**src/rtl/tp_pkg.sv**
```systemverilog
package tp_pkg;
  // Strobes from the update control to the table datapath
  typedef struct packed {
    logic localWe;   // train local counter
    logic corrWe;    // train correlated counter
    logic chooseWe;  // move selector
    logic chooseUp;  // selector direction: toward correlated
    logic histShift; // shift outcome into history
    logic dirUp;     // direction counters count up
  } tp_strobe_t;
endpackage

```
**src/rtl/tp_ctrl.sv**
```systemverilog
module tp_ctrl
  import tp_pkg::*;
(
  input  logic       updValid,
  input  logic       updTaken,
  input  logic       updLocalPred,
  input  logic       updCorrPred,
  output tp_strobe_t strobe
);
  logic disagree;
  logic corrRight;

  always_comb begin
    disagree  = updLocalPred ^ updCorrPred;
    corrRight = (updCorrPred == updTaken);
    strobe.localWe   = updValid;
    strobe.corrWe    = updValid;
    strobe.histShift = updValid;
    strobe.dirUp     = updTaken;
    strobe.chooseWe  = updValid & disagree;
    strobe.chooseUp  = corrRight;
  end
endmodule

```
**src/rtl/tp_datapath.sv**
```systemverilog
module tp_datapath
  import tp_pkg::*;
#(
  parameter int PC_W         = 16,
  parameter int LOCAL_IDX_W  = 4,
  parameter int HIST_W       = 5,
  parameter int CORR_PC_W    = 2,
  parameter int CHOOSE_IDX_W = 4,
  parameter int CTR_W        = 2
) (
  input  logic            clk,
  input  logic            rstN,
  input  logic [PC_W-1:0] predPc,
  input  logic [PC_W-1:0] updPc,
  input  logic            updTaken,
  input  tp_strobe_t      strobe,
  output logic            predLocal,
  output logic            predCorr,
  output logic            predUseCorr
);
  localparam int HW         = (HIST_W > 0) ? HIST_W : 1;
  localparam int CORR_IDX_W = CORR_PC_W + HIST_W;
  localparam int LOCAL_N    = 1 << LOCAL_IDX_W;
  localparam int CORR_N     = 1 << CORR_IDX_W;
  localparam int CHOOSE_N   = 1 << CHOOSE_IDX_W;
  localparam logic [CTR_W-1:0] CTR_MAX  = {CTR_W{1'b1}};
  localparam logic [CTR_W-1:0] CTR_INIT = CTR_W'((1 << (CTR_W - 1)) - 1);

  logic [CTR_W-1:0] localTab  [LOCAL_N];
  logic [CTR_W-1:0] corrTab   [CORR_N];
  logic [1:0]       chooseTab [CHOOSE_N];
  logic [HW-1:0]    histQ;

  logic [LOCAL_IDX_W-1:0]  predLocalIdx, updLocalIdx;
  logic [CORR_IDX_W-1:0]   predCorrIdx,  updCorrIdx;
  logic [CHOOSE_IDX_W-1:0] predChooseIdx, updChooseIdx;
  logic                    unusedPcBits;

  assign unusedPcBits  = ^{predPc, updPc, histQ};
  assign predLocalIdx  = predPc[LOCAL_IDX_W-1:0];
  assign updLocalIdx   = updPc[LOCAL_IDX_W-1:0];
  assign predChooseIdx = predPc[CHOOSE_IDX_W-1:0];
  assign updChooseIdx  = updPc[CHOOSE_IDX_W-1:0];

  generate
    if (HIST_W > 0) begin : g_hist
      assign predCorrIdx = {predPc[CORR_PC_W-1:0], histQ};
      assign updCorrIdx  = {updPc[CORR_PC_W-1:0], histQ};
    end else begin : g_nohist
      assign predCorrIdx = predPc[CORR_PC_W-1:0];
      assign updCorrIdx  = updPc[CORR_PC_W-1:0];
    end
  endgenerate

  function automatic logic [CTR_W-1:0] stepCtr(input logic [CTR_W-1:0] v, input logic up);
    if (up) return (v == CTR_MAX) ? v : v + 1'b1;
    else    return (v == '0) ? v : v - 1'b1;
  endfunction

  function automatic logic [1:0] stepSel(input logic [1:0] v, input logic up);
    if (up) return (v == 2'd3) ? v : v + 2'd1;
    else    return (v == 2'd0) ? v : v - 2'd1;
  endfunction

  // Combinational lookups read the registered tables: same-cycle updates
  // are not visible until the next edge.
  assign predLocal   = localTab[predLocalIdx][CTR_W-1];
  assign predCorr    = corrTab[predCorrIdx][CTR_W-1];
  assign predUseCorr = chooseTab[predChooseIdx][1];

  always_ff @(posedge clk) begin
    if (!rstN) begin
      for (int i = 0; i < LOCAL_N; i++) localTab[i] <= CTR_INIT;
    end else if (strobe.localWe) begin
      localTab[updLocalIdx] <= stepCtr(localTab[updLocalIdx], strobe.dirUp);
    end
  end

  always_ff @(posedge clk) begin
    if (!rstN) begin
      for (int i = 0; i < CORR_N; i++) corrTab[i] <= CTR_INIT;
    end else if (strobe.corrWe) begin
      corrTab[updCorrIdx] <= stepCtr(corrTab[updCorrIdx], strobe.dirUp);
    end
  end

  always_ff @(posedge clk) begin
    if (!rstN) begin
      for (int i = 0; i < CHOOSE_N; i++) chooseTab[i] <= 2'd1;
    end else if (strobe.chooseWe) begin
      chooseTab[updChooseIdx] <= stepSel(chooseTab[updChooseIdx], strobe.chooseUp);
    end
  end

  always_ff @(posedge clk) begin
    if (!rstN)                 histQ <= '0;
    else if (strobe.histShift) histQ <= HW'({histQ, updTaken});
  end


  hist_shift_chk: assert property (@(posedge clk) disable iff (!rstN)
    strobe.histShift |=> histQ == HW'({$past(histQ), $past(updTaken)}));


  hist_hold_chk: assert property (@(posedge clk) disable iff (!rstN)
    !strobe.histShift |=> $stable(histQ));


  chooser_hold_chk: assert property (@(posedge clk) disable iff (!rstN)
    (strobe.localWe && !strobe.chooseWe) |=>
      chooseTab[$past(updChooseIdx)] == $past(chooseTab[updChooseIdx]));


  local_inc_chk: assert property (@(posedge clk) disable iff (!rstN)
    (strobe.localWe && strobe.dirUp && localTab[updLocalIdx] != CTR_MAX) |=>
      localTab[$past(updLocalIdx)] == CTR_W'($past(localTab[updLocalIdx]) + 1'b1));


  local_dec_chk: assert property (@(posedge clk) disable iff (!rstN)
    (strobe.localWe && !strobe.dirUp && localTab[updLocalIdx] != '0) |=>
      localTab[$past(updLocalIdx)] == CTR_W'($past(localTab[updLocalIdx]) - 1'b1));


  local_sat_chk: assert property (@(posedge clk) disable iff (!rstN)
    (strobe.localWe && strobe.dirUp && localTab[updLocalIdx] == CTR_MAX) |=>
      localTab[$past(updLocalIdx)] == CTR_MAX);
endmodule

```
**src/rtl/tourney_predictor.sv**
```systemverilog
module tourney_predictor
  import tp_pkg::*;
#(
  parameter int PC_W         = 16,
  parameter int LOCAL_IDX_W  = 4,
  parameter int HIST_W       = 5,
  parameter int CORR_PC_W    = 2,
  parameter int CHOOSE_IDX_W = 4,
  parameter int CTR_W        = 2
) (
  input  logic            clk,
  input  logic            rstN,
  input  logic [PC_W-1:0] predPc,
  output logic            predTaken,
  output logic            predLocal,
  output logic            predCorr,
  input  logic            updValid,
  input  logic [PC_W-1:0] updPc,
  input  logic            updTaken,
  input  logic            updLocalPred,
  input  logic            updCorrPred
);
  tp_strobe_t strobe;
  logic       useCorr;

  tp_ctrl u_ctrl (
    .updValid    (updValid),
    .updTaken    (updTaken),
    .updLocalPred(updLocalPred),
    .updCorrPred (updCorrPred),
    .strobe      (strobe)
  );

  tp_datapath #(
    .PC_W        (PC_W),
    .LOCAL_IDX_W (LOCAL_IDX_W),
    .HIST_W      (HIST_W),
    .CORR_PC_W   (CORR_PC_W),
    .CHOOSE_IDX_W(CHOOSE_IDX_W),
    .CTR_W       (CTR_W)
  ) u_dp (
    .clk        (clk),
    .rstN       (rstN),
    .predPc     (predPc),
    .updPc      (updPc),
    .updTaken   (updTaken),
    .strobe     (strobe),
    .predLocal  (predLocal),
    .predCorr   (predCorr),
    .predUseCorr(useCorr)
  );

  // selector top bit picks the correlated guess
  assign predTaken = useCorr ? predCorr : predLocal;
endmodule

```
**config.mk**
```make
export PLATFORM = sky130hd
export DESIGN_NAME = tourney_predictor
export DESIGN_NICKNAME = d
export VERILOG_FILES = /design/src/rtl/tp_pkg.sv /design/src/rtl/tp_ctrl.sv /design/src/rtl/tp_datapath.sv /design/src/rtl/tourney_predictor.sv
export SDC_FILE = /design/constraint.sdc
export NUM_CORES = 1
export LEC_CHECK = 0
export BUFFER_PORTS_ARGS = -buffer_cell sky130_fd_sc_hd__clkbuf_2
export CORE_MARGIN = 2
export CORE_UTILIZATION = 63
export DETAILED_ROUTE_END_ITERATION = 6
export PLACE_DENSITY = 0.89
export SLEW_MARGIN = 0
export SYNTH_ARGS = -nofsm -noshare
export SYNTH_HDL_FRONTEND = slang
export SYNTH_SLANG_ARGS = --single-unit
```
**constraint.sdc**
```tcl
create_clock -name clk -period 3.3 [get_ports clk]
set_input_delay 0.33 -clock clk [delete_from_list [all_inputs] [get_ports clk]]
set_output_delay 0.33 -clock clk [all_outputs]
set_load 0.01 [all_outputs]
```
==> flow_summary_export.csv <==
group,metric,value,unit
run,cap_violations,0,
routing,drcViolationCount,30,
timing,hold_violations,0,
timing,setup_ws,-92.3,ps
worst_hold_path,hp-class,"in -> reg",
global_routing,overflow,0,
power,leakagePower,5.98,nW
critical_path,end_kind,"output port",
synth,ys_ff_latch,325,
power,comb_power_share,11.2,%
global_routing,groute.usage.overall,33.8,%
critical_path,reg2reg_slack,-10,ps
global_routing,grt_pass1_wl,72600,µm
critical_path,worstRegToRegCells,12,
placement,dp_hpwl,29100,µm
floorplan,num_rows,59,
critical_path,critPathBufInv,3,
floorplan,fp.dieH,167,µm
critical_path,regToRegStartpoint,"u_dp.histQ[0]",
timing,setup_viol,2,
floorplan,coreArea,26100,µm²
cts,clk_pin_slew,60,ps
routing,wirelength,48100,µm
power,p_clk_share,39.1,%
critical_path,worstSetupPathType,"reg -> out",
timing,tightest_slew,879,ps
placement,placed_cell_area,17400,µm²
floorplan,chipWidth,167,µm
synth,synth-edff-count,320,
routing,first_iter_violations,2311,
final_layout,final_net_count,1513,
critical_path,worst_ep_required_time,2970,ps
final_layout,n_antenna_cell,0,
critical_path,slowest_delay,490,ps
outcome,violations,"DRC, setup timing",
timing,period_share,103,%
critical_path,cpMaxStageDelayCell,"mux4_2",
critical_path,crit_family,"multiplexers",
critical_path,startpoint_type,"register",
timing,tns,-101,ps
power,p_per_area,492,nW/µm²
power,vdd_drop_max,0.533,mV
final_layout,area_growth,12.5,%
synth,async_flop_share,0,%
synth,syn_avg_cell_area,11.6,µm²
synth,yosysUniqueCellTypes,66,
timing,rsz0062_at_grt,"yes",
worst_hold_path,whs_endpoint,"u_dp.histQ[0]",
routing,drtPass1Iterations,7,
final_layout,layout_commonest_cell,"edfxtp_1",
final_layout,fin_util,72.5,%
cts,holdBufCountCts,0,
cts,cts_root_buf,"clkbuf_16",
power,intPower,0.00707,W
synth,synth-seq-area-share,57.7,%
global_routing,antenna_found_initial,1,
cts,clock_latency,570,ps
routing,wire_per_inst,26.2,µm
outcome,status,"finished with violations",
power,power_switching,0.00226,W
floorplan,initial_core_util,64.4,%
synth,synthesis.area,16800,µm²
final_layout,drive_above_1_share,23.0,%
critical_path,arrival,3060,ps
final_layout,fin_area,18900,µm²
timing,fmax,295,MHz
cts,cts-buffers-inserted,31,
floorplan,ios,41,
timing,finalCriticalPeriod,3390,ps
power,seqPwrFrac,49.7,%
cts,cts_tree,"built",
timing,drv_slew,0,
placement,dp_slack,2.62,ps
final_layout,final_cell_mix,"320 x edfxtp_1, 292 x nand2_1, 154 x nor2_1",
synth,syn_inst,1448,
routing,drt.antenna.violating_nets,0,
cts,htree_levels,1,
final_layout,nFillCells,1537,
placement,port-buffer-count,16,
global_routing,grt_max_degree,65,
timing,finClkSkew,12.5,ps
power,swShare,24.2,%
critical_path,worst-path-max-fanout,7,
placement,gp_congestion,0.926,
worst_hold_path,min_path_cells,2,
synth,yosysWarnings,0,
worst_hold_path,min_from,"rstN",
critical_path,path_cells,"buf_12 > buf_4 > mux4_2 > mux2i_1 > a32oi_1 > nand2_1 > mux2i_1 > nand2_1 > o21ai_4 > mux2_4 > clkbuf_2",
floorplan,die_area,28000,µm²
critical_path,worst_r2r_endpoint,"u_dp.corrTab[119][1]",
timing,slew_headroom,41.1,%
cts,clock_path_buffers,3,
synth,syn_nets,1486,
global_routing,grt_pass1_vias,13091,
routing,vias,13274,
final_layout,ff_latch_area,9720,µm²
cts,cts.sinks,325,
synth,synth_flop_cell,"edfxtp_1",
final_layout,multi_input_area,6450,µm²
routing,viasPerCell,7.24,
[layout make-up]
class | count | area share [%]
flip-flops and latches | 325 | 51.3
multi-input cells | 969 | 34.0
repair buffers | 139 | 6.86
clock buffers | 34 | 4.16
well taps | 335 | 2.21
clock inverters | 22 | 1.24
inverters | 9 | 0.178
[state kept, by name, summed over array words and instances, names as in the netlist]
name	flops
u_dp.corrTab	256
u_dp.chooseTab	32
u_dp.localTab	32
u_dp.histQ	5
[cells in the mapped netlist, types with 2 or more instances]
master | number | area [µm²]
maj3_1 | 6 | 60.1
o31ai_1 | 3 | 22.5
edfxtp_1 | 320 | 9610
nor3_1 | 14 | 70.1
xor2_1 | 2 | 17.5
buf_4 | 7 | 52.6
and2b_1 | 3 | 22.5
nand3_1 | 108 | 541
a21oi_1 | 11 | 55.1
a31oi_1 | 4 | 25.0
a222oi_1 | 2 | 20.0
o211ai_1 | 4 | 30.0
o21ai_0 | 61 | 305
a21o_1 | 3 | 22.5
nor3_2 | 44 | 440
o2bb2ai_1 | 3 | 26.3
nor2_1 | 158 | 593
a32oi_1 | 9 | 78.8
clkbuf_4 | 2 | 15.0
mux2i_1 | 28 | 280
buf_6 | 18 | 203
nor2b_1 | 12 | 75.1
and2_1 | 9 | 56.3
clkbuf_1 | 87 | 327
buf_1 | 7 | 26.3
nand4_1 | 45 | 282
buf_12 | 3 | 60.1
a221oi_1 | 11 | 96.3
maj3_2 | 4 | 45.0
buf_2 | 21 | 105
dfxtp_1 | 5 | 100
a22oi_1 | 8 | 60.1
nand2_1 | 294 | 1100
mux4_2 | 66 | 1490
a22o_1 | 7 | 61.3
mux2_2 | 9 | 101
and3_1 | 2 | 12.5
or2_2 | 4 | 25.0
inv_1 | 8 | 30.0
a221o_1 | 2 | 20.0
nand2b_1 | 9 | 56.3
[how the worst max path moves through the flow]
stage / start / endpoint / slack [ps] / cells past startpoint
6_report: u_dp.histQ[0] / predTaken / -90 / 11
4_1_cts: u_dp.histQ[0] / predTaken / 8 / 10
5_1_grt: u_dp.histQ[0] / predTaken / -80 / 11
2_1_floorplan: u_dp.histQ[0] / u_dp.corrTab[73][1] / 570 / 10
3_3_place_gp: u_dp.histQ[0] / u_dp.corrTab[118][1] / 100 / 11
3_5_place_dp: u_dp.histQ[0] / u_dp.corrTab[119][0] / 3 / 9
[metal layers]
layer	global-route usage [%]	share of wire (%)	up-vias	routed length [µm]
met2	54.5	48	1336	22900
met5	0.348	0.064	-	31
met4	18.1	5.6	2	2700
met3	8.44	15	267	7010
met1	42.7	32	6269	15500
li1	-	-	5400	-
[power groups by stage]
stage / combinational [W] / sequential, W / clock (W)
floorplan: 0.000648 / 0.00470 / 0
global placement: 0.000863 / 0.00472 / 0
finish: 0.00104 / 0.00464 / 0.00365
detailed placement: 0.000891 / 0.00473 / 0
global route: 0.00108 / 0.00464 / 0.00380
CTS: 0.000939 / 0.00463 / 0.00362
[per-stage QoR]
stage | hold slack (ps) | cells | total power, W
2_1_floorplan | 664 | 1448 | 0.00535
3_3_place_gp | 590 | 1746 | 0.00558
3_5_place_dp | 616 | 1746 | 0.00562
4_1_cts | 185 | 1815 | 0.00919
5_1_grt | 215 | 1833 | 0.00951
6_report | 210 | 1833 | 0.00933
[worst register-to-register path, cell delays in order (launching register included)]
cell     delay, ps
dfxtp_4        420
buf_12         170
buf_12         140
buf_4          140
mux4_2         350
nand2_1         60
a32oi_1        230
nand2_2        110
buf_4          140
mux4_2         550
maj3_4         470
buf_12         200
nor3_1         160
[kinds of logic (layout without fill, tap and decap cells)]
family          after synthesis  in the layout  synth area share (%)
xor+xnor                      2              2                 0.104
simple gates                710            710                  19.8
buf+inv                     154            204                  4.88
compound gates              143            143                  5.70
flops                       325            325                  57.7
fa+ha+maj                    10             10                 0.624
mux                         104            104                  11.2
[timing repair]
action | in CTS | in global routing
endpoints found under the setup margin | 83 | 109
hold endpoints to repair | 0 | 0
gates cloned | 1 | 3
buffers inserted | 12 | 15
pin swaps | 3 | 5
gates resized for setup | 11 | 19
(Power assumes the default switching activity.)
